<file path="src/rtl/irq_pkg.sv">
package irq_pkg;
  localparam int NUM_SRC = 7;
  localparam int REG_DW  = 8;
  localparam int REG_AW  = 2;

  typedef enum logic [REG_AW-1:0] {
    ADDR_STATUS = 2'd0,
    ADDR_ENABLE = 2'd1,
    ADDR_ROUTE  = 2'd2,
    ADDR_PINCTL = 2'd3
  } reg_addr_e;

  // source bit order
  localparam int SRC_DRDY  = 0;
  localparam int SRC_FFMT  = 1;
  localparam int SRC_TAP   = 2;
  localparam int SRC_ORIENT= 3;
  localparam int SRC_TRANS = 4;
  localparam int SRC_FIFO  = 5;
  localparam int SRC_SLEEP = 6;

  typedef struct packed {
    logic od;   // 1: open-drain
    logic pol;  // 1: active high
  } pin_cfg_t;
endpackage

</file>
<file path="src/rtl/irq_status_bank.sv">
module irq_status_bank #(
  parameter int N = irq_pkg::NUM_SRC
) (
  input  logic         clk_i,
  input  logic         rst_ni,
  input  logic [N-1:0] evt_i,
  input  logic [N-1:0] clr_i,
  output logic [N-1:0] status_o
);
  logic [N-1:0] evt_q;
  logic [N-1:0] status_q;
  logic [N-1:0] rise;

  assign rise = evt_i & ~evt_q;

  for (genvar i = 0; i < N; i++) begin : g_bit
    always_ff @(posedge clk_i or negedge rst_ni) begin
      if (!rst_ni) begin
        evt_q[i]    <= 1'b0;
        status_q[i] <= 1'b0;
      end else begin
        evt_q[i] <= evt_i[i];
        // a new edge wins over a clear
        if (rise[i])       status_q[i] <= 1'b1;
        else if (clr_i[i]) status_q[i] <= 1'b0;
      end
    end
  end

  assign status_o = status_q;
endmodule

</file>
<file path="src/rtl/irq_cfg_regs.sv">
module irq_cfg_regs #(
  parameter int N  = irq_pkg::NUM_SRC,
  parameter int DW = irq_pkg::REG_DW,
  parameter int AW = irq_pkg::REG_AW
) (
  input  logic              clk_i,
  input  logic              rst_ni,
  input  logic              we_i,
  input  logic [AW-1:0]     addr_i,
  input  logic [DW-1:0]     wdata_i,
  input  logic [N-1:0]      status_i,
  output logic [N-1:0]      en_o,
  output logic [N-1:0]      route_o,
  output irq_pkg::pin_cfg_t pcfg_o,
  output logic [DW-1:0]     rdata_o
);
  import irq_pkg::*;

  logic [N-1:0] en_q, route_q;
  pin_cfg_t     pcfg_q;

  always_ff @(posedge clk_i or negedge rst_ni) begin
    if (!rst_ni) begin
      en_q    <= '0;
      route_q <= '0;
      pcfg_q  <= '0;
    end else if (we_i) begin
      unique case (reg_addr_e'(addr_i))
        ADDR_ENABLE: en_q    <= wdata_i[N-1:0];
        ADDR_ROUTE:  route_q <= wdata_i[N-1:0];
        ADDR_PINCTL: pcfg_q  <= '{od: wdata_i[1], pol: wdata_i[0]};
        default: ;
      endcase
    end
  end

  always_comb begin
    rdata_o = '0;
    unique case (reg_addr_e'(addr_i))
      ADDR_STATUS: rdata_o[N-1:0] = status_i;
      ADDR_ENABLE: rdata_o[N-1:0] = en_q;
      ADDR_ROUTE:  rdata_o[N-1:0] = route_q;
      ADDR_PINCTL: rdata_o[1:0]   = {pcfg_q.od, pcfg_q.pol};
      default: ;
    endcase
  end

  if (N < DW) begin : g_spare
    logic unused_wdata;
    assign unused_wdata = ^wdata_i[DW-1:N];
  end

  assign en_o    = en_q;
  assign route_o = route_q;
  assign pcfg_o  = pcfg_q;
endmodule

</file>
<file path="src/rtl/irq_pin_drv.sv">
module irq_pin_drv #(
  parameter int N = irq_pkg::NUM_SRC
) (
  input  logic [N-1:0]      status_i,
  input  logic [N-1:0]      sel_i,
  input  irq_pkg::pin_cfg_t pcfg_i,
  output logic              pin_o,
  output logic              oe_o
);
  logic active;

  assign active = |(status_i & sel_i);
  assign pin_o  = active ? pcfg_i.pol : ~pcfg_i.pol;
  assign oe_o   = pcfg_i.od ? active : 1'b1;
endmodule

</file>
<file path="src/rtl/irq_router.sv">
module irq_router #(
  parameter int N  = irq_pkg::NUM_SRC,
  parameter int DW = irq_pkg::REG_DW,
  parameter int AW = irq_pkg::REG_AW
) (
  input  logic          clk_i,
  input  logic          rst_ni,
  input  logic [N-1:0]  evt_i,
  input  logic [N-1:0]  clr_i,
  input  logic          reg_we_i,
  input  logic [AW-1:0] reg_addr_i,
  input  logic [DW-1:0] reg_wdata_i,
  output logic [DW-1:0] reg_rdata_o,
  output logic          int1_o,
  output logic          int1_oe_o,
  output logic          int2_o,
  output logic          int2_oe_o
);
  import irq_pkg::*;

  localparam int NPIN = 2;

  logic [N-1:0] status_q, en_q, route_q;
  pin_cfg_t     pcfg_q;
  logic         pol_q, od_q;
  logic [NPIN-1:0] pin_lvl, pin_oe;

  irq_status_bank #(.N(N)) u_status (
    .clk_i    (clk_i),
    .rst_ni   (rst_ni),
    .evt_i    (evt_i),
    .clr_i    (clr_i),
    .status_o (status_q)
  );

  irq_cfg_regs #(.N(N), .DW(DW), .AW(AW)) u_cfg (
    .clk_i    (clk_i),
    .rst_ni   (rst_ni),
    .we_i     (reg_we_i),
    .addr_i   (reg_addr_i),
    .wdata_i  (reg_wdata_i),
    .status_i (status_q),
    .en_o     (en_q),
    .route_o  (route_q),
    .pcfg_o   (pcfg_q),
    .rdata_o  (reg_rdata_o)
  );

  assign pol_q = pcfg_q.pol;
  assign od_q  = pcfg_q.od;

  // index 0 -> pin 1 (route=1), index 1 -> pin 2 (route=0)
  for (genvar p = 0; p < NPIN; p++) begin : g_pin
    logic [N-1:0] sel;
    assign sel = en_q & ((p == 0) ? route_q : ~route_q);
    irq_pin_drv #(.N(N)) u_drv (
      .status_i (status_q),
      .sel_i    (sel),
      .pcfg_i   (pcfg_q),
      .pin_o    (pin_lvl[p]),
      .oe_o     (pin_oe[p])
    );
  end

  assign int1_o    = pin_lvl[0];
  assign int1_oe_o = pin_oe[0];
  assign int2_o    = pin_lvl[1];
  assign int2_oe_o = pin_oe[1];
endmodule

</file>
<file path="config.mk">
export PLATFORM = sky130hd
export DESIGN_NAME = irq_router
export DESIGN_NICKNAME = d
export VERILOG_FILES = /design/src/rtl/irq_pkg.sv /design/src/rtl/irq_status_bank.sv /design/src/rtl/irq_cfg_regs.sv /design/src/rtl/irq_pin_drv.sv /design/src/rtl/irq_router.sv
export SDC_FILE = /design/constraint.sdc
export NUM_CORES = 1
export LEC_CHECK = 0
export BUFFER_PORTS_ARGS = -buffer_cell sky130_fd_sc_hd__buf_4
export CAP_MARGIN = 20
export CORE_AREA = 2 2 63 65
export DETAILED_ROUTE_END_ITERATION = 16
export DIE_AREA = 0 0 65 67
export PLACE_DENSITY = 0.59
export REMOVE_ABC_BUFFERS = 1
export SYNTH_ARGS = -nofsm -noshare
export SYNTH_HDL_FRONTEND = slang
export SYNTH_SLANG_ARGS = --single-unit
</file>
<file path="constraint.sdc">
create_clock -name clk_i -period 1.1 [get_ports clk_i]
set_input_delay 0.055 -clock clk_i [delete_from_list [all_inputs] [get_ports clk_i]]
set_output_delay 0.055 -clock clk_i [all_outputs]
set_load 0.1 [all_outputs]
</file>
### Yosys cells after proc, flatten, opt, wreduce, memory -nomap -nowiden

Cells that the tools add are included.

| word-level totals | value |
|---|---|
| output and inout port bits | 12 |
| word-level logic and storage cells | 62 |
| input bits | 27 |
| bits in registers | 30 |

| cells by class | value |
|---|---|
| bitwise gates (word level) | 8 |
| muxes and demuxes | 20 |
| equal/unequal tests | 3 |
| reductions and logical operators | 13 |

Operator list:

| cell | count |
|---|---|
| $and A7 B7 Y7 | 5 |
| $mux W1 | 18 |
| $pmux W5 S3 | 1 |
| $not A7 Y7 | 2 |
| $reduce_bool A2 Y1 | 7 |
| $reduce_or A7 Y1 | 2 |
| $pmux W2 S4 | 1 |
| $reduce_and A2 Y1 | 3 |
| $eq A2 B2 Y1 const B | 2 |
| $eq A2 B1 Y1 const B | 1 |
| $logic_not A2 Y1 | 1 |
| $not A1 Y1 | 1 |

### Depth between registers and ports, before layout

| depth | value |
|---|---|
| depth after elaboration | 5 |
| gate-level depth with buffers | 4 |
| gate-level depth less buffers | 4 |

### Cells and area by module

A second synthesis with hierarchy kept.

| second synthesis, totals | value |
|---|---|
| cell total of the unflattened synthesis | 113 |
| area, all modules | 1468.9 µm² |

Modules (own cells, without submodules):

| module | cells each | instances | area each (µm²) | sequential area each (µm²) |
|---|---|---|---|---|
| irq_cfg_regs | 52 | 1 | 807.0 | 400.4 |
| irq_status_bank | 35 | 1 | 484.2 | 350.3 |
| irq_pin_drv | 6 | 2 | 45.0 | 0.0 |
| irq_router | 14 | 1 | 87.6 | 0.0 |

### Least setup slack after synthesis

Ideal clock, no wire load.

| timing path | value |
|---|---|
| path type | register -> output |
| start point | reg u_status.status_q[3] (netlist: u_status.status_o[3]) |
| end point | out reg_rdata_o[3] |
| arrival time | 2.533 ns |
| required time | 1.045 ns |
| stages on the path, launching flop included | 3 |
| slack | -1.488 ns |
| cell sequence | dfrtp_1 mux2i_1 o21ai_0 |

| between the ends | value |
|---|---|
| longest elaborated chain between the ends | 1 |

RTL lines:

| element | RTL line | source |
|---|---|---|
| from (decl) | irq_status_bank.sv:11 | `logic [N-1:0] status_q;` |
| from (signal, indexed assignment) | irq_status_bank.sv:20 | `status_q[i] <= 1'b0;` |
| from (signal, indexed assignment) | irq_status_bank.sv:24 | `if (rise[i]) status_q[i] <= 1'b1;` |
| from (signal, indexed assignment) | irq_status_bank.sv:25 | `else if (clr_i[i]) status_q[i] <= 1'b0;` |
| $pmux W5 S3 | irq_cfg_regs.sv:39 | `unique case (reg_addr_e'(addr_i))` |
| to (decl) | irq_router.sv:13 | `output logic [DW-1:0] reg_rdata_o,` |

No other way between the ends.

### Worst setup path after layout

| timing path | value |
|---|---|
| start point | reg u_cfg.en_q[4] (netlist: u_cfg.en_o[4]) |
| end point | out int2_o |

| between the ends | value |
|---|---|
| longest elaborated chain between the ends | 4 |

RTL lines:

| element | RTL line | source |
|---|---|---|
| from (decl) | irq_cfg_regs.sv:19 | `logic [N-1:0] en_q, route_q;` |
| from (signal assigned) | irq_cfg_regs.sv:29 | `ADDR_ENABLE: en_q <= wdata_i[N-1:0];` |
| $and A7 B7 Y7 | irq_router.sv:55 | `assign sel = en_q & ((p == 0) ? route_q : ~route_q);` |
| $and A7 B7 Y7 | irq_pin_drv.sv:12 | `assign active = \|(status_i & sel_i);` |
| $reduce_or A7 Y1 | irq_pin_drv.sv:12 |  |
| $mux W1 | irq_pin_drv.sv:13 | `assign pin_o = active ? pcfg_i.pol : ~pcfg_i.pol;` |
| to (decl) | irq_router.sv:16 | `output logic int2_o,` |

No other way between the ends.

==> qor.yml <==
hp-class: "primary input to register"
viasPerCell: 4.657
io_buffers: 36
yosys.cell_count.top_type: "dfrtp_1"
wl_per_cell_um: 13.91
drt_iter0_markers: 53
r2r_start: "u_cfg.en_o[4]$_DFFE_PN0P_"
track_usage_pct: 17.82
grt_max_degree: 31
clk_path_buf_depth: 2
drcViolationCount: 0
cp.required_ns: 1.04
die_height_um: 67
row_count: 22
p_leak_nw: 1.090
final_cell_area_mm2: 0.002208
rsz0062_at_grt: "true"
setup_ws_ns: -0.6034
final_cell_count_no_fill: 242
synth.avg_cell_area_um2: 12.08
endpoint: "int2_o"
die_w_um: 65
dieArea_mm2: 0.004355
routed-via-count: 1127
n_antenna_cell: 0
yosys_warnings: 0
finalHoldViolations: 0
grt_overflow: 0
r2r_end: "u_cfg.en_o[4]$_DFFE_PN0P_"
syn_area_mm2: 0.001414
cp-end-kind: "primary output"
setup_viol: 11
fin_crit_sh_pct: 154.9
fmax_mhz: 587.1
worst_skew_pair.late_latency_ns: 0.28
core_area_mm2: 0.003606
grt_pass1_vias: 1184
cts.sink_count: 30
area_growth_pct: 56.19
grt_pass1_wl_um: 5575
antenna_found_initial: 0
synth_cell_types: 22
dpl.hpwl_um: 2325
synth_top_area_share_pct: 53.10
synth_top_area_cell: "dfrtp_1"
skew_ns: 0.0002913
start_util_pct: 39.21
irDropWorstVdd_v: 0.0008985
cp.arrival_ns: 1.65
pin_count: 39
syn_inst: 117
drt_pass1_iterations: 4
synthArstFlopShare_pct: 100.0
status: "finished, violations left"
cts_tree: "yes"
cellPowerDensity_mw_per_mm2: 1877
gp_congestion: 0.7426
cap_viol_max_count: 0
yosysSeqAreaShare_pct: 53.10
ys_ff_latch: 30
cp-start-kind: "register"
worstSetupStartpoint: "u_cfg.en_o[4]$_DFFE_PN0P_"
cts_buffers: 5
rrSetupSlack_ns: 0.19
violations: "negative setup slack"
synth-main-ff-cell: "dfrtp_1"
nets: 220
nFillCells: 311
drv_slew: 0
wl_um: 3366
clockRootBuffer: "clkbuf_8"
synth_edf_count: 0
place_inst: 217
synthTopCellsByArea: "dfrtp_1 53%, mux2_4 7.4%, mux2_2 7.2%"
crit_path_max_fanout: 3
yosys-top-cells-count: "30 x dfrtp_1, 15 x nand2_1, 14 x inv_1"
reg2reg_depth: 2
cts.reportedPaths.clkPinSlew_ns: 0.06
placed_area_mm2: 0.001853
ant_nets: 0
drive_gt1_share_pct: 45.88
path_class: "register to primary output"
cts.htree.levels: 2
post-route-min-period_ns: 1.703
## critical path, cell delays in order (launching register included)
cell     delay, ns
dfrtp_1       0.40
nand2_1       0.08
o22ai_2       0.09
nor4_4        0.32
xor2_1        0.22
buf_6         0.25
## timing repair
item                       CTS  global route
hold endpoints to repair    44             0
buffers inserted             1             1
setup endpoints to repair   11            11
gates resized for setup     27             5
hold buffers                15             0
pin swaps                    4             2
## state kept, by name (all words and copies together), names as in the netlist
signal	cells
u_cfg.route_o	7
u_status.evt_q	7
u_cfg.en_o	7
u_status.status_o	7
u_cfg.pcfg_o	2
## routing by layer
metal / wire [um] / vias to the layer above / GRT usage [%]
met1: 1388 / 534 / 20.91
met5: 0 / - / 0
li1: - / 557 / -
met2: 1728 / 29 / 29.77
met3: 164 / 7 / 4.730
met4: 85 / 0 / 9.574
## stage by stage
| step | worst slack, ns | hold slack (ns) | setup TNS, ns | util [%] | power [W] |
|---|---|---|---|---|---|
| after floorplan | -1.488 | -0.2406 | -11.29 | - | 0.002475 |
| after global placement | -0.3646 | 0.003319 | -1.506 | 51.39 | 0.002990 |
| after detailed placement | -0.4089 | 0.007886 | -1.659 | 51.39 | 0.003012 |
| after CTS | -0.6300 | 0.004448 | -4.020 | 60.51 | 0.004147 |
| after global routing | -0.7502 | 0.006346 | -4.990 | 61.24 | 0.004342 |
| final | -0.6034 | 0.008898 | -4.033 | 61.24 | 0.004145 |
## kinds of logic (layout without fill, tap and decap cells)
kind of cell	Yosys count	after routing	share of synthesized area (%)
other cells	1	1	0.2652
buf+inv	17	94	6.106
xor+xnor	2	2	1.239
simple gates	28	28	10.62
compound gates	16	16	6.814
mux	23	23	21.86
flops	30	30	53.10
## final cells by class
class	count	area, um2	area share, %
multi-input combinational	70	593.1	26.86
clock buffer	7	86.33	3.909
clock inverter	1	5.005	0.2266
timing repair buffer	72	660.6	29.92
sequential	30	750.7	33.99
inverter	14	52.55	2.380
tap	48	60.06	2.720
## cells in the final DEF (no fill, tap or decap)
cell and instances:
clkinv_2 1, nor4_4 1, a311oi_2 1, dfrtp_1 30, nor2b_4 1, o22ai_2 1
nand2_1 14, mux2i_1 5, mux4_2 2, dlygate4sd3_1 15, inv_1 14, nor2_1 1
nand3b_2 1, xor2_1 2, mux2_2 9, conb_1 1, o21ai_1 5, nand3_1 7
clkbuf_8 6, clkbuf_1 1, buf_4 42, nand4_1 1, mux2_4 7, buf_12 3
nand2_4 1, nand2_2 1, o22ai_1 9, buf_6 12
## how the worst min path moves through the flow
stage	slack, ns	cells after the start	endpoint	from
CTS	0.004	2	u_cfg.route_o[2]$_DFFE_PN0P_	reg_wdata_i[2]
global placement	0.003	1	u_status.evt_q[4]$_DFF_PN0_	rst_ni
finish	0.009	2	u_cfg.route_o[2]$_DFFE_PN0P_	reg_wdata_i[2]
detailed placement	0.008	1	u_status.evt_q[4]$_DFF_PN0_	rst_ni
floorplan	-0.24	0	u_cfg.en_o[0]$_DFFE_PN0P_	rst_ni
global route	0.006	2	u_cfg.en_o[2]$_DFFE_PN0P_	reg_wdata_i[2]
## where the power goes
group          switching (W)  internal (W)
Clock               0.000392      0.000503
Combinational        0.00115      0.000726
Sequential          0.000123       0.00125
Total                0.00166       0.00248
No activity file was read; power rests on OpenSTA's default activity.
